===== src/rtl/crm_seq_pkg.sv =====
package crm_seq_pkg;
  typedef enum logic [2:0] {
    ST_IDLE  = 3'd0,
    ST_ON    = 3'd1,
    ST_BLANK = 3'd2,
    ST_WAIT  = 3'd3,
    ST_DELAY = 3'd4
  } crm_state_e;
endpackage


===== src/rtl/crm_cycle_timer.sv =====
module crm_cycle_timer #(
  parameter int W = 8
) (
  input  logic         clk_i,
  input  logic         rst_ni,
  input  logic         clr_i,
  output logic [W-1:0] cnt_o
);
  always_ff @(posedge clk_i or negedge rst_ni) begin
    if (!rst_ni)           cnt_o <= '0;
    else if (clr_i)        cnt_o <= '0;
    else if (cnt_o != '1)  cnt_o <= cnt_o + 1'b1;  // saturate
  end
endmodule


===== src/rtl/crm_fall_det.sv =====
module crm_fall_det #(
  parameter bit INIT = 1'b1
) (
  input  logic clk_i,
  input  logic rst_ni,
  input  logic d_i,
  output logic fall_o
);
  logic d_q;
  always_ff @(posedge clk_i or negedge rst_ni) begin
    if (!rst_ni) d_q <= INIT;
    else         d_q <= d_i;
  end
  assign fall_o = d_q & ~d_i;
endmodule


===== src/rtl/crm_gate_seq.sv =====
module crm_gate_seq
  import crm_seq_pkg::*;
#(
  parameter int LEB_CYC     = 13,
  parameter int TON_MIN_CYC = 30,
  parameter int TON_MAX_CYC = 900,
  parameter int ZBLANK_CYC  = 15,
  parameter int ZDLY_CYC    = 25,
  parameter int WD_CYC      = 1600,
  parameter int CYC_W       = 16
) (
  input  logic             clk_i,
  input  logic             rst_ni,
  input  logic             stop_i,
  input  logic             ton_done_i,
  input  logic             ilim_i,
  input  logic             imin_i,
  input  logic             zcd_i,
  output logic             drv_o,
  output logic [CYC_W-1:0] cycle_cnt_o,
  output logic             timeout_o
);
  localparam int PH_MAX0 = (TON_MAX_CYC > ZBLANK_CYC) ? TON_MAX_CYC : ZBLANK_CYC;
  localparam int PH_MAX  = (PH_MAX0 > ZDLY_CYC) ? PH_MAX0 : ZDLY_CYC;
  localparam int PH_W    = $clog2(PH_MAX + 1);
  localparam int WD_W    = $clog2(WD_CYC + 1);

  localparam logic [PH_W-1:0] LEB_TH  = PH_W'(LEB_CYC);
  localparam logic [PH_W-1:0] TMIN_TH = PH_W'(TON_MIN_CYC - 1);
  localparam logic [PH_W-1:0] TMAX_TH = PH_W'(TON_MAX_CYC - 1);
  localparam logic [PH_W-1:0] ZBL_TH  = PH_W'(ZBLANK_CYC - 1);
  localparam logic [PH_W-1:0] ZDLY_TH = PH_W'(ZDLY_CYC - 1);
  localparam logic [WD_W-1:0] WD_TH   = WD_W'(WD_CYC - 1);

  crm_state_e       state_q, state_d;
  logic [PH_W-1:0]  ph_cnt;
  logic [WD_W-1:0]  wd_cnt;
  logic             zcd_fall;
  logic             ph_clr, wd_clr, on_entry, on_end;

  crm_fall_det #(.INIT(1'b1)) u_zcd_edge (
    .clk_i (clk_i),
    .rst_ni(rst_ni),
    .d_i   (zcd_i),
    .fall_o(zcd_fall)
  );

  // phase timer: restarts at every state change
  crm_cycle_timer #(.W(PH_W)) u_ph_tmr (
    .clk_i (clk_i),
    .rst_ni(rst_ni),
    .clr_i (ph_clr),
    .cnt_o (ph_cnt)
  );

  // watchdog: runs from the first off cycle through blank and wait
  crm_cycle_timer #(.W(WD_W)) u_wd_tmr (
    .clk_i (clk_i),
    .rst_ni(rst_ni),
    .clr_i (wd_clr),
    .cnt_o (wd_cnt)
  );

  assign on_end = (ilim_i && ph_cnt >= LEB_TH)
               || (ton_done_i && imin_i && ph_cnt >= TMIN_TH)
               || (ph_cnt >= TMAX_TH);

  always_comb begin
    state_d = state_q;
    unique case (state_q)
      ST_IDLE:  state_d = ST_ON;
      ST_ON:    if (on_end) state_d = ST_BLANK;
      ST_BLANK: if (ph_cnt >= ZBL_TH) state_d = ST_WAIT;
      ST_WAIT: begin
        if (zcd_fall)              state_d = ST_DELAY;  // event wins over expiry
        else if (wd_cnt >= WD_TH)  state_d = ST_ON;
      end
      ST_DELAY: if (ph_cnt >= ZDLY_TH) state_d = ST_ON;
      default:  state_d = ST_IDLE;
    endcase
    if (stop_i) state_d = ST_IDLE;
  end

  assign ph_clr   = stop_i || (state_d != state_q);
  assign wd_clr   = stop_i || (state_q == ST_ON) || (state_q == ST_IDLE);
  assign on_entry = (state_d == ST_ON) && (state_q != ST_ON);

  always_ff @(posedge clk_i or negedge rst_ni) begin
    if (!rst_ni) begin
      state_q     <= ST_IDLE;
      cycle_cnt_o <= '0;
      timeout_o   <= 1'b0;
    end else begin
      state_q <= state_d;
      if (on_entry) begin
        cycle_cnt_o <= cycle_cnt_o + 1'b1;
        timeout_o   <= (state_q == ST_WAIT);
      end
    end
  end

  assign drv_o = (state_q == ST_ON) && !stop_i;
endmodule


===== config.mk =====
export PLATFORM = sky130hd
export DESIGN_NAME = crm_gate_seq
export DESIGN_NICKNAME = d
export VERILOG_FILES = /design/src/rtl/crm_seq_pkg.sv /design/src/rtl/crm_cycle_timer.sv /design/src/rtl/crm_fall_det.sv /design/src/rtl/crm_gate_seq.sv
export SDC_FILE = /design/constraint.sdc
export NUM_CORES = 1
export LEC_CHECK = 0
export ABC_AREA = 1
export CORE_AREA = 2 2 124 78
export CTS_CLUSTER_DIAMETER = 150
export DETAILED_ROUTE_END_ITERATION = 7
export DIE_AREA = 0 0 126 80
export GPL_ROUTABILITY_DRIVEN = 1
export PLACE_DENSITY_LB_ADDON = 0.3
export SLEW_MARGIN = 25
export SYNTH_ARGS = -nofsm -noshare
export SYNTH_HDL_FRONTEND = slang
export SYNTH_SLANG_ARGS = --single-unit

===== constraint.sdc =====
create_clock -name clk_i -period 1.6 [get_ports clk_i]
set_clock_uncertainty 0.05 [all_clocks]
set_input_delay 0.32 -clock clk_i [delete_from_list [all_inputs] [get_ports clk_i]]
set_output_delay 0.32 -clock clk_i [all_outputs]
set_load 0.005 [all_outputs]

# Word-level counts from Yosys, hierarchy flattened
# Cells that the tools add are included.
totals:
  regBits: 42
  in_bits: 7
  output_inout_bits: 18
  wordCells: 51
classes:
  n_addsub: 3
  order_cmp: 6
  n_eq_ne: 9
  mux: 11
  bitwise_logic: 2
  reduce_logical: 14
ops:
  columns: ["cell", "n"]
  rows:
  - ["2-to-1 mux 11 bit", 2]
  - ["greater-or-equal comparator 10 x 4 -> 1 bit, second input constant", 2]
  - ["greater-or-equal comparator 10 x 5 -> 1 bit, second input constant", 2]
  - ["2-to-1 mux 10 bit", 2]
  - ["2-to-1 mux 3 bit", 6]
  - ["adder 16 x 1 -> 16 bit, second input constant", 1]
  - ["case mux 3 bit (5 select lines)", 1]
  - ["adder 11 x 1 -> 11 bit, second input constant", 1]
  - ["greater-or-equal comparator 11 bit, second input constant", 1]
  - ["!= test 11 bit, second input constant", 1]
  - ["adder 10 x 1 -> 10 bit, second input constant", 1]
  - ["greater-or-equal comparator 10 bit, second input constant", 1]
  - ["!= test 10 bit, second input constant", 1]
  - ["== test 3 x 1 -> 1 bit, second input constant", 2]
  - ["== test 3 x 2 -> 1 bit, second input constant", 2]
  - ["logical AND 1 bit", 5]
  - ["logical OR 1 bit", 5]
  - ["nonzero test 2 bit", 2]
  - ["== test 3 bit, second input constant", 1]
  - ["zero test 3 bit", 1]
  - ["!= test 3 x 1 -> 1 bit, second input constant", 1]
  - ["!= test 3 bit", 1]
  - ["AND 1 bit", 1]
  - ["zero test 1 bit", 1]
  - ["inverter 1 bit", 1]

# Depth between registers and ports, before layout
# Gate-level depths: netlist of run 1.
depth:
  depth_word: 10
  mapped_depth: 15
  mapped_depth_nobuf: 14

# Cells and area by module
# Synthesis of run 1 repeated with hierarchy kept, for this count alone.
hier_totals:
  cells_unflattened: 367
  area_unflattened_um2: 2713.9
by_module_without_submodules:
  columns: ["mod", "n_inst", "cells_each", "area_per_inst_um2", "seq_area_each_um2"]
  rows:
  - ["crm_gate_seq", 1, 205, 1426.4, 500.5]
  - ["crm_cycle_timer at u_wd_tmr", 1, 85, 651.9, 275.3]
  - ["crm_cycle_timer at u_ph_tmr", 1, 74, 599.3, 250.2]
  - ["crm_fall_det", 1, 3, 36.3, 26.3]

# Worst setup path before layout of run 1
# No wires, ideal clock.
synth_timing:
  path_kind: "register to register"
  start: "register u_ph_tmr.cnt_o[1]"
  end: "register cycle_cnt_o[14]"
  setup_time_ns: 0.122
  t_arrival_ns: 1.566
  required_time_ns: 1.428
  slack_ns: -0.138
  path_stages_with_launch: 16
  path_buffers: 1
  synth_period_minus_slack_ns: 1.738
  path_cell_list: "dfrtp_1 > inv_1 > ha_1 > inv_1 > nand2_1 > nand3_1 > nand2_1 > nand2_1 > nand4_1 > nand2_2 > nand2_4 > nor2_8 > nand2_4 > buf_6 > nand2_1 > o21ai_2"
synth_via:
  elab_chain_cells: 9
  word_cells_on_any_way: 16
  classes_between: "order compare (5); eq/ne (1); mux (5); reduce/logical (5)"
synth_lines:
  columns: ["item", "line", "text"]
  rows:
  - ["from (decl)", "crm_cycle_timer.sv:7", "output logic [W-1:0] cnt_o"]
  - ["from (signal assigned)", "crm_cycle_timer.sv:12", "else if (cnt_o != '1) cnt_o <= cnt_o + 1'b1;"]
  - ["greater-or-equal comparator 10 x 4 -> 1 bit / greater-or-equal comparator 10 x 5 -> 1 bit (equally long branches)", "crm_gate_seq.sv:64, crm_gate_seq.sv:65", null]
  - ["logical AND 1 bit, on equally long branches", "crm_gate_seq.sv:64, crm_gate_seq.sv:65", null]
  - ["logical OR 1 bit", "crm_gate_seq.sv:65", "|| (ton_done_i && imin_i && ph_cnt >= TMIN_TH)"]
  - ["logical OR 1 bit", "crm_gate_seq.sv:66", "|| (ph_cnt >= TMAX_TH);"]
  - ["2-to-1 mux 3 bit", "crm_gate_seq.sv:72", "ST_ON: if (on_end) state_d = ST_BLANK;"]
  - ["case mux 3 bit (5 select lines) (*)", "crm_gate_seq.sv:70", "unique case (state_q)"]
  - ["2-to-1 mux 3 bit (*)", "crm_gate_seq.sv:81", "if (stop_i) state_d = ST_IDLE;"]
  - ["== test 3 x 1 -> 1 bit (*)", "crm_gate_seq.sv:86", "assign on_entry = (state_d == ST_ON) && (state_q != ST_ON);"]
  - ["logical AND 1 bit (*)", "crm_gate_seq.sv:86", null]
  - ["to (signal assigned)", "crm_gate_seq.sv:96", "cycle_cnt_o <= cycle_cnt_o + 1'b1;"]
  - ["to (decl)", "crm_gate_seq.sv:20", "output logic [CYC_W-1:0] cycle_cnt_o,"]
# Every way passes the cells marked *; elsewhere a longest branch is shown, timed or not.
# A chain may end at the register's enable or synchronous reset.

# Worst setup path after layout of run 1
layout_timing:
  start: "register u_ph_tmr.cnt_o[0]"
  end: "register cycle_cnt_o[2]"
# Same word-level chain as after synthesis.

==> results of run 1 <==
[worst max path at each step]
stage / end / slack [ns]
after floorplan: cycle_cnt_o[14] / -0.13
after global placement: cycle_cnt_o[14] / -0.35
after detailed placement: u_ph_tmr.cnt_o[0] / -0.38
after CTS: cycle_cnt_o[2] / -0.29
after global routing: timeout_o / -0.42
final: cycle_cnt_o[2] / -0.31
[cells in the mapped netlist (all sizes together), types with 4 or more instances]
library cell	instances	area, um^2
nand3	40	218
nor3	22	165
ha	6	75.1
xnor2	12	105
xor2	7	61.3
nand2	90	373
o21ai	20	119
nor2	35	160
a21oi	7	35.0
buf	4	38.8
inv	43	161
dfrtp	41	1030
nand4	5	31.3
[stage by stage]
stage | power [mW] | worst slack (ns) | cells | util
2_1_floorplan | 1.44 | -0.125 | 338 | -
3_3_place_gp | 1.68 | -0.346 | 521 | 0.375
3_5_place_dp | 1.68 | -0.384 | 521 | 0.375
4_1_cts | 3.02 | -0.293 | 549 | 0.436
5_1_grt | 3.19 | -0.420 | 563 | 0.472
6_report | 3.04 | -0.312 | 563 | 0.472
[logic make-up (layout without fill, tap and decap cells)]
kind of cell / Yosys count / count (layout)
simple gates: 193 / 195
xor+xnor: 19 / 19
buf+inv: 49 / 156
fa+ha+maj: 6 / 6
flops: 42 / 42
compound gates: 29 / 29
[power groups by stage]
| stage | Sequential, mW | Combinational [mW] | Clock (mW) |
|---|---|---|---|
| final | 1.18 | 0.670 | 1.19 |
| after global routing | 1.19 | 0.742 | 1.27 |
| after CTS | 1.18 | 0.615 | 1.23 |
| after detailed placement | 1.23 | 0.453 | 0 |
| after global placement | 1.23 | 0.448 | 0 |
| after floorplan | 1.22 | 0.221 | 0 |
[flip-flops by register name (all words and copies together), names as in the netlist]
| signal | cells |
|---|---|
| timeout_o | 1 |
| u_ph_tmr.cnt_o | 10 |
| cycle_cnt_o | 16 |
| u_zcd_edge.d_q | 1 |
| u_wd_tmr.cnt_o | 11 |
| state_q | 3 |
[what timing repair did]
| item | 4_1_cts | 5_1_grt |
|---|---|---|
| resized for setup | 54 | 55 |
| cloned | 3 | 0 |
| hold buffers | 1 | 0 |
| endpoints found under the hold margin | 13 | 0 |
| setup buffers | 16 | 14 |
| pin swaps | 11 | 16 |
| setup endpoints to repair | 45 | 43 |
[metal layers]
metal / wire length, um / part of all wire
met5: 0 / 0
met4: 104 / 0.014
met3: 320 / 0.042
met2: 3340 / 0.44
met1: 3840 / 0.50
[area by class of cell]
| type | instances | area [um^2] | share of cell area |
|---|---|---|---|
| timing repair buffer | 104 | 882 | 0.210 |
| multi-input combinational | 249 | 1770 | 0.421 |
| clock inverter | 1 | 30.0 | 0.00714 |
| clock buffer | 7 | 143 | 0.0339 |
| sequential | 42 | 1060 | 0.253 |
| inverter | 44 | 173 | 0.0410 |
| tap | 116 | 145 | 0.0345 |
[worst register-to-register path, delay by kind of cell, from the launching register on]
kind            cells  cell delay [ns]
simple gates       10             0.96
flops               1             0.48
fa+ha+maj           1             0.14
buf+inv             1             0.12
compound gates      1             0.05
==> impl_metrics.tcl, run 1 <==
set metrics [dict create \
    met1_usage 0.222 \
    yosysWarnings 0 \
    reg2reg_to "cycle_cnt_o[2]" \
    fin_area_um2 4210 \
    grt_max_degree 30 \
    overflow 0 \
    powerDensity_nw_per_um2 722 \
    gr-usage-met3 0.0302 \
    dp_hpwl_um 4890 \
    synth_enable_flop_cells 0 \
    seqPwrFrac 0.389 \
    layout.cells.most_common "buf_4" \
    die-area_um2 10100 \
    syn-cell-area_um2 2630 \
    use_met2 0.225 \
    ys_async_sr_fraction 1.00 \
    dr.pass1.iters 4 \
    fin_tns_setup_ns -7.51 \
    synth_fa_ha_area_frac 0.0286 \
    rows 27 \
    synth_simple_gate_area_frac 0.363 \
    cts_tree "built" \
    max_clock_freq_mhz 523 \
    violations "setup timing" \
    clkPwrFrac 0.391 \
    vias 2586 \
    path_depth 13 \
    avgSynthCellArea_um2 7.77 \
    worstSkewPairLatency_ns 0.29 \
    diodes 0 \
    drive_above_1_share 0.427 \
    rrSetupSlack_ns -0.31 \
    setup_viol 30 \
    hold_slack_ns 0.420 \
    drc 0 \
    internal_power_mw 2.26 \
    slowest_stage "dfrtp_2" \
    area_delta_synth_final_pct 60.1 \
    synthXorXnorAreaFrac 0.0633 \
    port_buffers 24 \
    numCtsBuffers 5 \
    cts_max_level 2 \
    synthCells 338 \
    critPathBufInv 1 \
    reg2reg_from "u_ph_tmr.cnt_o[0]" \
    final-hold-violation-count 0 \
    p_switching_mw 0.784 \
    grt_pass1_vias 2459 \
    io_pins 25 \
    critPathCaptureType "register" \
    synth_top_family_by_area "simple AND/OR/NAND/NOR gates" \
    place_congestion 0.860 \
    clk_pin_slew_ns 0.06 \
    switching_share 0.258 \
    root_buffer "clkbuf_16" \
    p_comb_frac 0.220 \
    totalWireLength_um 7610 \
    period_share 1.20 \
    ys_types 31 \
    design.core.area_um2 8920 \
    antenna_found_initial 0 \
    hold_depth 1 \
    startpoint_type "register" \
    worstMarginPinSlew_ns 0.383 \
    start_util 0.295 \
    cts_sinks 42 \
    crit_path_cell_trace "inv_4, ha_4, nand2_4, nand2_1, nand2_1, nand2_2, nand4_1, nand2_2, nand2_4, nor2_8, nand2_8, nand2_1, o21ai_2" \
    wl_per_cell_um 13.5 \
    status "finished with violations" \
    slew-limit-headroom 0.745 \
    hp-class "primary input to register" \
    crit_fanout 22 \
    critPathMostFrequentCell "nand2_1" \
    cts.path.max_buffers 2 \
    final_cell_mix "buf_4, nand2_1, inv_1" \
    ys.flop_type "dfrtp_1" \
    cap_violations 0 \
    arrival_ns 2.03 \
    dpl_cell_area_um2 3340 \
    hold_end "u_zcd_edge.d_q" \
    worstPathRequired_ns 1.72 \
    synth_compound_area_frac 0.0638 \
    reg2reg_depth 13 \
    yosys-mux-area-fraction 0 \
    power.leakage_nw 1.92 \
    max_stage_delay_ns 0.48 \
    seq_area_frac_synth 0.400 \
    cp_top_family "simple AND/OR/NAND/NOR gates" \
    fin_crit_ns 1.91 \
    path_class "register to register" \
    grt_pass1_wl_um 12100 \
    vdd_drop_max_mv 0.437 \
    nNetsFinal 459 \
    syn_nets 351 \
    worstSetupStartpoint "u_ph_tmr.cnt_o[0]" \
    die_h_um 80 \
    rsz0062_at_grt "true" \
    ys_ff_latch 42 \
    slew_violations 0 \
    ant_nets 0 \
    nFillCells 828 \
    track_usage 0.153 \
    drt-initial-drc-count 136 \
    min_from "zcd_i" \
    setup_slack_ns -0.312 \
    die_w_um 126 \
    drt-vias-per-instance 4.59 \
    grt.busiest_layer "met2" \
]
Power figures use the tool's default switching activity.
==> run 2: changes to the inputs <==
Settings changed: ABC_AREA 1 to default, CORE_AREA 2 2 124 78 to 2 2 119 75, DIE_AREA 0 0 126 80 to 0 0 121 77.
==> run 2 against run 1 <==
The run still ends with setup timing left. Global-route usage rose by 0.37 points. Sequential share of layout area fell by 0.90 points. First-iteration DRC count fell by 38%. Synthesized cell count fell by 28%. Die area fell by 7.6%.
==> impl_metrics.tcl, run 2 <==
set metrics [dict create \
    area_delta_synth_final_pct 79.6 \
    fin_crit_ns 1.96 \
    numCtsBuffers 5 \
    cap_violations 0 \
    cts_tree "built" \
    die-area_um2 9320 \
    arrival_ns 2.09 \
    ys_top_cells_by_area "dfrtp_1, xor2_1, nor3_1" \
    wl_per_cell_um 14.6 \
    slew-limit-headroom 0.765 \
    setup_slack_ns -0.357 \
    syn-cell-area_um2 2410 \
    reg_top3 "cycle_cnt_o (16), u_wd_tmr.cnt_o (11), u_ph_tmr.cnt_o (10)" \
    worstMarginPinSlew_ns 0.353 \
    syn_nets 258 \
    track_usage 0.156 \
    fin_tns_setup_ns -7.56 \
    cts.path.max_buffers 2 \
    worstPathRequired_ns 1.73 \
    diodes 0 \
    rsz0062_at_grt "true" \
    io_pins 25 \
    synth.top_cell.area_share 0.425 \
    cts_max_level 2 \
    yosysWarnings 0 \
    nNetsFinal 397 \
    hp-class "primary input to asynchronous set/reset pin" \
    synth_area_leader_cell "dfrtp_1" \
    critPathCaptureType "register" \
    period_share 1.22 \
    startpoint_type "register" \
    dr.pass1.iters 4 \
    vias 2382 \
    layout.cells.most_common "buf_4" \
    grt_pass1_wl_um 11500 \
    ys_types 48 \
    drive_above_1_share 0.530 \
    synth_commonest_cells "dfrtp_1, nand2_1, nor2_1, nor3_1, xor2_1" \
    antenna_found_initial 0 \
    grt_pass1_vias 2269 \
    rows 26 \
    port_buffers 24 \
    path_class "register to register" \
    violations "setup timing" \
    root_buffer "clkbuf_16" \
    worstSkewPairLatency_ns 0.29 \
    dp_hpwl_um 4660 \
    avgSynthCellArea_um2 9.86 \
    ys_ff_latch 42 \
    reg2reg_from "u_ph_tmr.cnt_o[1]" \
    vdd_drop_max_mv 0.379 \
    seq_area_frac_synth 0.436 \
    drt-vias-per-instance 4.79 \
    clk_pin_slew_ns 0.07 \
    slew_violations 0 \
    synth_enable_flop_cells 0 \
    die_w_um 121 \
    hold_slack_ns 0.371 \
    power.leakage_nw 1.93 \
    ys.flop_type "dfrtp_1" \
    ant_nets 0 \
    drt-initial-drc-count 85 \
    final-hold-violation-count 0 \
    design.core.area_um2 8230 \
    setup_viol 34 \
    drc 0 \
    crit_fanout 5 \
    place_congestion 0.843 \
    place_ws_ns -0.501 \
    synthCells 245 \
    cts_sinks 42 \
    post-place-cells 452 \
    totalWireLength_um 7280 \
    max_flop_register "cycle_cnt_o" \
    worstSetupStartpoint "u_ph_tmr.cnt_o[1]" \
    status "finished with violations" \
    start_util 0.293 \
    final_cell_mix "buf_4, dfrtp_1, nand2_1, buf_6" \
    powerDensity_nw_per_um2 682 \
    stdcell_count 497 \
    grt_max_degree 23 \
    ys_async_sr_fraction 1.00 \
    die_h_um 77 \
    largest_reg_flops 16 \
    synthMostInstantiatedCell "dfrtp_1" \
    max_clock_freq_mhz 511 \
    overflow 0 \
]
[run 2: per-layer routing]
metal	vias to the layer above	track usage	wire length (um)
met5	-	0	0
met4	0	0.0419	82
met3	8	0.0327	325
met2	46	0.229	3190
met1	1158	0.232	3680
li1	1170	-	-
[run 2: per-stage QoR]
| stage | area (um^2) | util | power [mW] |
|---|---|---|---|
| 4_1_cts | 4100 | 0.498 | 2.92 |
| 5_1_grt | 4340 | 0.527 | 3.09 |
| 3_5_place_dp | 3460 | 0.420 | 1.80 |
| 3_3_place_gp | 3460 | 0.420 | 1.79 |
| 6_report | 4340 | 0.527 | 2.96 |
| 2_1_floorplan | 2520 | - | 1.44 |
[run 2: layout make-up]
type                            instances  area, um^2
Timing Repair Buffer                  138        1210
Inverter                                6        22.5
Multi-Input combinational cell        191        1760
Tap cell                              112         140
Clock buffer                            5         125
Clock inverter                          3        25.0
Fill cell                             710        3890
Sequential cell                        42        1060
[run 2: cells by family (layout without fill, tap and decap cells)]
group,count (synthesis),after routing,synth area share
flops,42,42,0.436
simple gates,128,128,0.295
fa+ha+maj,6,6,0.0311
xor+xnor,28,28,0.102
compound gates,23,24,0.0839
mux,5,5,0.0218
buf+inv,13,152,0.0306
[run 2: worst max-delay path: stages, from the launching register on]
cell	delay [ns]
dfrtp_2	0.44
inv_2	0.07
ha_2	0.19
nor2b_4	0.10
o31ai_2	0.06
a222oi_1	0.35
buf_4	0.20
nor3_4	0.05
buf_6	0.13
a2111oi_2	0.20
[run 2: power breakdown]
part / switching, mW / internal (mW) / total [mW]
sequential: 0.0448 / 1.14 / 1.18
combinational: 0.336 / 0.380 / 0.716
clock: 0.474 / 0.587 / 1.06
total: 0.855 / 2.10 / 2.96
[run 2: final timing paths]
check / cells past startpoint / slack (ns) / to
min in group clk_i: 1 / 0.43 / cycle_cnt_o[15]
worst max-delay path: 9 / -0.36 / u_ph_tmr.cnt_o[8]
worst min-delay path: 2 / 0.37 / u_wd_tmr.cnt_o[8]
worst max register to register: 9 / -0.36 / u_ph_tmr.cnt_o[8]
max in group asynchronous: 3 / 0.69 / u_wd_tmr.cnt_o[3]
worst min register to register: 1 / 0.43 / cycle_cnt_o[15]
[run 2: repair_timing]
action	CTS	global route
hold buffers	1	0
endpoints found under the setup margin	50	41
endpoints found under the hold margin	6	0
pin swaps	32	24
cloned	2	1
gates resized for setup	67	36
setup buffers	22	12
==> run 3: changes to the inputs <==
Settings changed: CAP_MARGIN from default to 40, SLEW_MARGIN 25 to default.
==> results of run 3 <==
No change in the layout: final DEF, timing and power equal those of run 2.
